$ cat src/rtl/fd_pkg.sv
package fd_pkg;
   localparam int unsigned DIV_BITS = 6;

   typedef struct packed {
      logic                pre_sel;
      logic [DIV_BITS-1:0] div;
   } fd_cfg_t;
endpackage

$ cat src/rtl/fd_cfg_reg.sv
module fd_cfg_reg
   import fd_pkg::*;
(
   input  logic    clk,
   input  logic    rst_n,
   input  logic    wr_en,
   input  fd_cfg_t wr_cfg,
   output fd_cfg_t cfg,
   output logic    loaded
);
   always_ff @(posedge clk or negedge rst_n) begin
      if (!rst_n) begin
         cfg    <= '0;
         loaded <= 1'b0;
      end else if (wr_en) begin
         cfg    <= wr_cfg;
         loaded <= 1'b1;
      end
   end
endmodule

$ cat src/rtl/fd_prescaler.sv
module fd_prescaler #(
   parameter int unsigned PRE_RATIO = 8
) (
   input  logic clk,
   input  logic rst_n,
   input  logic clear,
   input  logic run,
   input  logic pre_sel,
   output logic stb
);
   generate
      if (PRE_RATIO < 1) begin : g_bad_ratio
         $error("fd_prescaler: PRE_RATIO must be at least 1");
      end

      if (PRE_RATIO > 1) begin : g_div
         localparam int unsigned CW = $clog2(PRE_RATIO);
         localparam logic [CW-1:0] LAST = CW'(PRE_RATIO - 1);
         logic [CW-1:0] cnt;

         always_ff @(posedge clk or negedge rst_n) begin
            if (!rst_n) begin
               cnt <= '0;
            end else if (clear || !run || !pre_sel) begin
               cnt <= '0;
            end else if (cnt == LAST) begin
               cnt <= '0;
            end else begin
               cnt <= cnt + 1'b1;
            end
         end

         assign stb = run && (!pre_sel || (cnt == LAST));
      end else begin : g_pass
         assign stb = run;
      end
   endgenerate
endmodule

$ cat src/rtl/fd_main_count.sv
module fd_main_count #(
   parameter int unsigned DIV_W = 6
) (
   input  logic             clk,
   input  logic             rst_n,
   input  logic             clear,
   input  logic             stb,
   input  logic [DIV_W-1:0] div,
   output logic             tick
);
   logic [DIV_W-1:0] cnt;

   always_ff @(posedge clk or negedge rst_n) begin
      if (!rst_n) begin
         cnt  <= '0;
         tick <= 1'b0;
      end else if (clear) begin
         cnt  <= '0;
         tick <= 1'b0;
      end else if (stb) begin
         if (cnt == div) begin
            cnt  <= '0;
            tick <= 1'b1;
         end else begin
            cnt  <= cnt + 1'b1;
            tick <= 1'b0;
         end
      end else begin
         tick <= 1'b0;
      end
   end
endmodule

$ cat src/rtl/fd_launch_gate.sv
module fd_launch_gate (
   input  logic clk,
   input  logic rst_n,
   input  logic launch,
   input  logic loaded,
   input  logic buf_empty,
   output logic accept,
   output logic err
);
   logic ok;
   assign ok = loaded && buf_empty;

   always_ff @(posedge clk or negedge rst_n) begin
      if (!rst_n) begin
         accept <= 1'b0;
         err    <= 1'b0;
      end else begin
         accept <= launch && ok;
         err    <= launch && !ok;
      end
   end
endmodule

$ cat src/rtl/flash_tick_divider.sv
module flash_tick_divider
   import fd_pkg::*;
#(
   parameter int unsigned PRE_RATIO = 8,
   parameter int unsigned REG_W     = 8
) (
   input  logic             clk,
   input  logic             rst_n,
   input  logic             cfg_wr_en,
   input  logic [REG_W-1:0] cfg_wr_data,
   output logic [REG_W-1:0] cfg_rd_data,
   output logic             cfg_loaded,
   output logic             tick,
   input  logic             cmd_launch,
   input  logic             buf_empty,
   output logic             cmd_accept,
   output logic             acc_err
);
   localparam int unsigned CFG_W = $bits(fd_cfg_t);

   generate
      if (REG_W != CFG_W + 1) begin : g_bad_width
         $error("flash_tick_divider: REG_W must equal divide bits + 2");
      end
   endgenerate

   fd_cfg_t cfg, wr_cfg;
   logic    pre_stb;

   assign wr_cfg = fd_cfg_t'(cfg_wr_data[CFG_W-1:0]);

   fd_cfg_reg u_cfg (
      .clk    (clk),
      .rst_n  (rst_n),
      .wr_en  (cfg_wr_en),
      .wr_cfg (wr_cfg),
      .cfg    (cfg),
      .loaded (cfg_loaded)
   );

   fd_prescaler #(.PRE_RATIO(PRE_RATIO)) u_pre (
      .clk     (clk),
      .rst_n   (rst_n),
      .clear   (cfg_wr_en),
      .run     (cfg_loaded),
      .pre_sel (cfg.pre_sel),
      .stb     (pre_stb)
   );

   fd_main_count #(.DIV_W(DIV_BITS)) u_cnt (
      .clk   (clk),
      .rst_n (rst_n),
      .clear (cfg_wr_en),
      .stb   (pre_stb),
      .div   (cfg.div),
      .tick  (tick)
   );

   fd_launch_gate u_gate (
      .clk       (clk),
      .rst_n     (rst_n),
      .launch    (cmd_launch),
      .loaded    (cfg_loaded),
      .buf_empty (buf_empty),
      .accept    (cmd_accept),
      .err       (acc_err)
   );

   assign cfg_rd_data = {cfg_loaded, cfg};
endmodule

$ cat config.mk
export PLATFORM = sky130hd
export DESIGN_NAME = flash_tick_divider
export DESIGN_NICKNAME = d
export VERILOG_FILES = /design/src/rtl/fd_pkg.sv /design/src/rtl/fd_cfg_reg.sv /design/src/rtl/fd_prescaler.sv /design/src/rtl/fd_main_count.sv /design/src/rtl/fd_launch_gate.sv /design/src/rtl/flash_tick_divider.sv
export SDC_FILE = /design/constraint.sdc
export NUM_CORES = 1
export LEC_CHECK = 0
export BUFFER_PORTS_ARGS = -buffer_cell sky130_fd_sc_hd__buf_4
export CAP_MARGIN = 20
export CORE_MARGIN = 1
export CORE_UTILIZATION = 54
export DETAILED_ROUTE_END_ITERATION = 10
export GPL_TIMING_DRIVEN = 0
export PLACE_DENSITY_LB_ADDON = 0.15
export SLEW_MARGIN = 20
export SYNTH_ARGS = -nofsm -noshare
export SYNTH_HDL_FRONTEND = slang
export SYNTH_HIERARCHICAL = 1
export SYNTH_SLANG_ARGS = --single-unit
$ cat constraint.sdc
create_clock -name clk -period 4.2 [get_ports clk]
set_input_delay 0.42 -clock clk [delete_from_list [all_inputs] [get_ports clk]]
set_output_delay 0.42 -clock clk [all_outputs]
set_load 0.02 [all_outputs]
==> run_results.csv, run 1 <==
group,metric,value,unit
pwr,ir_worst_vdd,0.0001870,V
placed_design,gp_congestion,0.7714,
grt,grt_pass1_vias,653,
yosys,synth_cells,71,
final_layout,antenna_cells,0,
yosys,synth_top_area_cell,"dfrtp_1",
routing,drt-total-wl,1582,um
grt,antenna_found_initial,0,
worst_setup_path,crit_arrival,2080,ps
floorplan,die_area,1964,um^2
placed_design,hpwl,1178,um
final_layout,drive_gt1_share,43.43,%
worst_setup_path,critical_path_class,"reg2reg",
sta,worst_slew_pin_slew,384.3,ps
sta,whs,282.5,ps
routing,drcViolationCount,0,
routing,vias,628,
sta,fin_worst_skew,7.642,ps
grt,grt_pass1_wl,2870,um
pwr,p_leak,0.5749,nW
grt,grt-ovfl-total,0,
yosys,synthFlopType,"dfrtp_1",
pwr,power_density,330.8,nW/um^2
yosys,synth.top_cell.area_share,51.75,%
yosys,synthesis.area,967.2,um^2
placed_design,place_area,1170,um^2
sta,timing.fmax,0.5300,GHz
sta,fin_crit_sh,44.92,%
yosys,synthTopCellsByArea,"dfrtp_1 52%, mux2_4 11%, xnor2_1 4.5%",
yosys,syn-num-nets,87,
floorplan,design.core.area,1594,um^2
clocking,cts_max_path_buffers,2,
final_layout,utilization,76.30,%
floorplan,row_count,14,
sta,setup_viol,0,
worst_setup_path,cp_slowest_cell,"dfrtp_1",
floorplan,fp.dieW,44.32,um
yosys,yosysUniqueCellTypes,30,
flow_run,cap_viol_max_count,0,
worst_setup_path,path_cells,"ha_1 -> ha_1 -> inv_1 -> a21boi_0 -> buf_4 -> o21ai_0 -> xor2_1 -> a211oi_1",
clocking,root_buffer,"clkbuf_4",
worst_setup_path,required,4400,ps
yosys,yosysSeqAreaShare,51.75,%
yosys,yosysMostFrequentCell,"dfrtp_1",
sta,min_period,1887,ps
floorplan,ioPinCount,25,
clocking,numCtsBuffers,3,
final_layout,syn2layout_area_growth,25.74,%
clocking,clkTransAtPathRegs,110,ps
run_status,status,"finished clean",
grt,grt.total_usage,20.28,%
clocking,h-tree-depth,1,
yosys,synthTopCellsByCount,"20 x dfrtp_1, 7 x mux2_4, 5 x xnor2_1, 5 x xor2_1",
routing,wire_per_inst,12.86,um
routing,drt_iter0_markers,6,
floorplan,initial_core_util,60.68,%
sta,hold_viol,0,
worst_setup_path,critPathMaxStageDelay,380,ps
clocking,clk_latency,290,ps
clocking,clkSinkCount,20,
placed_design,portBuffers,23,
sta,setup-tns-final,0,ps
min_path,min-delay-path-class,"in2reg",
worst_setup_path,cpMostUsedCell,"ha_1",
floorplan,chipHeight,44.32,um
routing,viasPerCell,5.106,
yosys,synth.avg_cell_area,13.62,um^2
worst_setup_path,path_max_fanout,10,
final_layout,final_net_count,116,
routing,drtAntennaViolNets,0,
worst_setup_path,cp-end-kind,"flip-flop",
yosys,yosys_warnings,6,
worst_setup_path,cp-start-kind,"flip-flop",
yosys,synth-edff-count,0,
sta,rsz0062_at_grt,"false",
final_layout,design_area,1216,um^2
clocking,cts-resized-gates,0,
sta,slew_headroom,74.15,%
routing,drtPass1Iterations,3,
clocking,cts_tree,"yes",
yosys,async_reset_ff_share,100.0,%
yosys,synth_seq_cells,20,
sta,slew_viol_final,0,
grt,grt_max_degree,21,
==> per-layer routing <==
| layer | wire (um) | GRT usage, % |
|---|---|---|
| met4 | 9 | 7.273 |
| met3 | 58 | 3.673 |
| met1 | 722 | 26.83 |
| met2 | 791 | 33.53 |
| met5 | 0 | 0 |
==> worst paths after layout <==
kind | from | endpoint | slack [ps] | cells after the start
max | u_pre/g_div.cnt[0]$_DFF_PN0_ | u_cnt/cnt[2]$_DFFE_PN0P_ | 2310 | 8
min | buf_empty | u_gate/err$_DFF_PN0_ | 280 | 2
max reg2reg | u_pre/g_div.cnt[0]$_DFF_PN0_ | u_cnt/cnt[2]$_DFFE_PN0P_ | 2310 | 8
min reg2reg | u_pre/g_div.cnt[0]$_DFF_PN0_ | u_pre/g_div.cnt[0]$_DFF_PN0_ | 460 | 1
max in group asynchronous | rst_n | u_cnt/cnt[5]$_DFFE_PN0P_ | 3470 | 2
min in group asynchronous | rst_n | u_pre/g_div.cnt[2]$_DFF_PN0_ | 520 | 2
==> sequential cells by signal (all words and copies together) (netlist names) <==
signal / flops
u_cnt/tick: 1
u_cfg/cfg: 7
u_gate/accept: 1
u_gate/err: 1
u_pre/g_div.cnt: 3
u_cfg/loaded: 1
u_cnt/cnt: 6
==> cells in the final DEF (no fill, tap or decap), types with 2 or more instances in the layout <==
cell and n:
dfrtp_1 20, clkbuf_4 3, buf_4 25, xnor2_1 5, a211oi_1 3, xor2_1 5
nor3b_1 2, mux2_4 7, ha_1 3, nand2_1 3
==> what timing repair did <==
action | 4_1_cts | 5_1_grt
endpoints found under the hold margin | 20 | 0
buffers inserted | 0 | 0
hold buffers | 1 | 0
==> kinds of logic (layout without fill, tap and decap cells) <==
logic type / after synthesis / after routing / synth area share [%]
XOR/XNOR: 10 / 10 / 9.055
AND/OR/NAND/NOR: 15 / 15 / 10.87
multiplexers: 7 / 7 / 10.87
AO/OA/AOI/OAI: 11 / 11 / 9.961
flip-flops: 20 / 20 / 51.75
buffers and inverters: 5 / 33 / 3.621
adder cells (fa/ha/maj): 3 / 3 / 3.881
==> area by class of cell <==
cell class | count | area, um^2
plain buffers | 4 | 31.28
clock buffers | 4 | 36.28
fillers | 103 | 377.9
multi-input cells | 46 | 431.7
inverters | 1 | 3.754
flip-flops and latches | 20 | 500.5
repair buffers | 24 | 182.7
well taps | 24 | 30.03
==> metrics by stage <==
step | worst slack [ps] | total power [mW] | std cells
2_1_floorplan | 2507 | 0.2645 | 71
3_3_place_gp | 2397 | 0.2947 | 118
3_5_place_dp | 2341 | 0.2976 | 118
4_1_cts | 2311 | 0.4076 | 123
5_1_grt | 2161 | 0.4256 | 123
6_report | 2313 | 0.4023 | 123
==> critical path, delay by kind of cell (launching register included) <==
family / cells / cell delay (ps)
flip-flops: 1 / 380
XOR/XNOR: 1 / 150
AO/OA/AOI/OAI: 3 / 670
buffers and inverters: 2 / 280
adder cells (fa/ha/maj): 2 / 310
==> where the power goes <==
| part | switching, mW | leakage (nW) | total (mW) | internal [mW] |
|---|---|---|---|---|
| Clock | 0.0558 | 0.0210 | 0.109 | 0.0527 |
| Combinational | 0.0364 | 0.300 | 0.0773 | 0.0409 |
| Sequential | 0.0122 | 0.254 | 0.216 | 0.204 |
| Total | 0.104 | 0.575 | 0.402 | 0.298 |
No activity file was read; power rests on OpenSTA's default activity.
==> run 2: changes to the inputs <==
Settings changed: CORE_UTILIZATION 54 to 50.
Clock period 4.2 ns to 1.75 ns, I/O delays scaled along.
==> run 2 against run 1 <==
Against the previous run: critical path type unchanged; clock power up 130%; wire length up 3.6%; critical endpoint is now u_cnt/cnt[1]$_DFFE_PN0P_; count of clock-buffer cells in the layout is the same; register-to-register slack worse by 2300 ps; clock skew down 0.92 ps; via count is 0.48% higher.
==> run_results.csv, run 2 (synthesized netlist as in run 1, its figures left out) <==
group,metric,value,unit
run_status,status,"finished clean",
final_layout,antenna_cells,0,
sta,worst_slew_pin_slew,326.5,ps
final_layout,top_regs,"u_cfg/cfg x7, u_cnt/cnt x6, u_pre/g_div.cnt x3",
routing,drtAntennaViolNets,0,
pwr,finalPower,0.9649,mW
clocking,clkSinkCount,20,
routing,drtPass1Iterations,3,
sta,worst_slack,46.37,ps
clocking,clk_latency,290,ps
placed_design,hpwl,1171,um
grt,antenna_found_initial,0,
floorplan,chipHeight,45.98,um
worst_setup_path,required,1950,ps
clocking,numCtsBuffers,3,
routing,drt-total-wl,1639,um
flow_run,cap_viol_max_count,0,
grt,grt.total_usage,18.49,%
worst_setup_path,path_cells,"ha_1 -> ha_1 -> inv_1 -> a21boi_2 -> buf_6 -> or3b_2 -> o31ai_1",
pwr,power_density,787.7,nW/um^2
floorplan,ioPinCount,25,
sta,setup-tns-final,0,ps
sta,fin_crit_sh,97.35,%
clocking,cts_tree,"yes",
pwr,p_leak,0.5771,nW
final_layout,largest_reg_flops,7,
placed_design,gp_congestion,0.7789,
worst_setup_path,critical_path_class,"reg2reg",
clocking,h-tree-depth,1,
clocking,cts_max_path_buffers,2,
sta,rsz0062_at_grt,"false",
final_layout,mostFrequentLayoutCells,"24 x buf_4, 20 x dfrtp_1, 7 x mux2_4",
final_layout,final_net_count,116,
pwr,ir_worst_vdd,0.0006498,V
sta,min_period,1704,ps
sta,slew_headroom,78.16,%
min_path,min-delay-path-class,"in2reg",
floorplan,die_area,2114,um^2
routing,drt_iter0_markers,7,
routing,vias,631,
floorplan,row_count,15,
clocking,clkTransAtPathRegs,110,ps
final_layout,drive_gt1_share,44.44,%
floorplan,fp.dieW,45.98,um
worst_setup_path,critPathMaxStageDelay,450,ps
clocking,cts_setup_buffers,0,
routing,viasPerCell,5.089,
grt,grt_pass1_vias,588,
grt,grt_pass1_wl,2670,um
grt,grt_max_degree,21,
final_layout,utilization,69.43,%
final_layout,final_common_cell,"buf_4",
sta,slew_viol_final,0,
final_layout,syn2layout_area_growth,26.65,%
sta,setup_viol,0,
sta,hold_viol,0,
routing,drcViolationCount,0,
placed_design,portBuffers,23,
sta,timing.fmax,0.5870,GHz
worst_setup_path,cp_slowest_cell,"or3b_2",
worst_setup_path,path_max_fanout,10,
sta,fin_worst_skew,6.721,ps
clocking,root_buffer,"clkbuf_4",
floorplan,design.core.area,1764,um^2
worst_setup_path,cp-start-kind,"flip-flop",
worst_setup_path,cp-end-kind,"flip-flop",
final_layout,regMostFlops,"u_cfg/cfg",
placed_design,pre_cts_slack,-147.4,ps
grt,grt-ovfl-total,0,
worst_setup_path,crit_arrival,1910,ps
worst_setup_path,cpMostUsedCell,"ha_1",
routing,wire_per_inst,13.22,um
floorplan,initial_core_util,54.82,%
==> run 2: cell count changes in the layout (fill, tap and decap cells not counted) <==
cell,before,now
a21boi_0,1,0
a21boi_2,1,2
buf_4,25,24
buf_6,1,2
o21ai_0,1,0
o21ai_1,0,1
==> run 2: per-stage QoR <==
stage / hold WS (ps) / area, um^2 / std cells
after CTS: 18.28 / 1221 / 124
after floorplan: -120.6 / 967.2 / 71
final: 31.43 / 1225 / 124
after global placement: 64.22 / 1171 / 119
after global routing: 11.29 / 1225 / 124
after detailed placement: 64.07 / 1171 / 119
==> run 2: worst max-delay path: cells and delay by family, from the launching register on <==
kind,cells,cell delay (ps)
and+or+nand+nor,1,450
DFF,1,400
adders and majority gates,2,390
buffers and inverters,2,220
AOI/OAI and AO/OA,2,150
==> run 2: power breakdown <==
group | switching [mW] | total (mW) | internal, mW
clock network | 0.129 | 0.255 | 0.127
logic | 0.0892 | 0.190 | 0.101
registers | 0.0293 | 0.520 | 0.490
total | 0.247 | 0.965 | 0.718
==> run 2: final timing paths <==
check,from,endpoint,slack [ps],depth (start not counted)
min in group asynchronous,rst_n,u_cnt/cnt[3]$_DFFE_PN0P_,290,2
worst max register to register,u_pre/g_div.cnt[0]$_DFF_PN0_,u_cnt/cnt[1]$_DFFE_PN0P_,50,7
worst max-delay path,u_pre/g_div.cnt[0]$_DFF_PN0_,u_cnt/cnt[1]$_DFFE_PN0P_,50,7
worst min-delay path,buf_empty,u_gate/err$_DFF_PN0_,30,2
worst min register to register,u_pre/g_div.cnt[0]$_DFF_PN0_,u_pre/g_div.cnt[0]$_DFF_PN0_,450,1
max in group asynchronous,rst_n,u_cnt/cnt[0]$_DFFE_PN0P_,1250,2
==> run 2: timing repair <==
action | CTS | global route
pin swaps | 0 | 1
setup endpoints to repair | 6 | 2
gates resized for setup | 3 | 1
cloned | 0 | 0
hold buffers | 1 | 0
hold endpoints to repair | 20 | 0
==> run 2: area by class of cell <==
type,instances,area [um^2]
Buffer,4,35.03
Clock buffer,4,36.28
Fill cell,154,539.3
Inverter,1,3.754
Multi-Input combinational cell,46,435.4
Sequential cell,20,500.5
Tap cell,25,31.28
Timing Repair Buffer,24,182.7
==> run 2: layer usage <==
layer | track usage, % | up-vias | routed length, um
li1 | - | 312 | -
met1 | 25.13 | 310 | 742
met2 | 28.17 | 7 | 850
met3 | 2.381 | 2 | 35
met4 | 10.59 | 0 | 12
met5 | 0 | - | 0
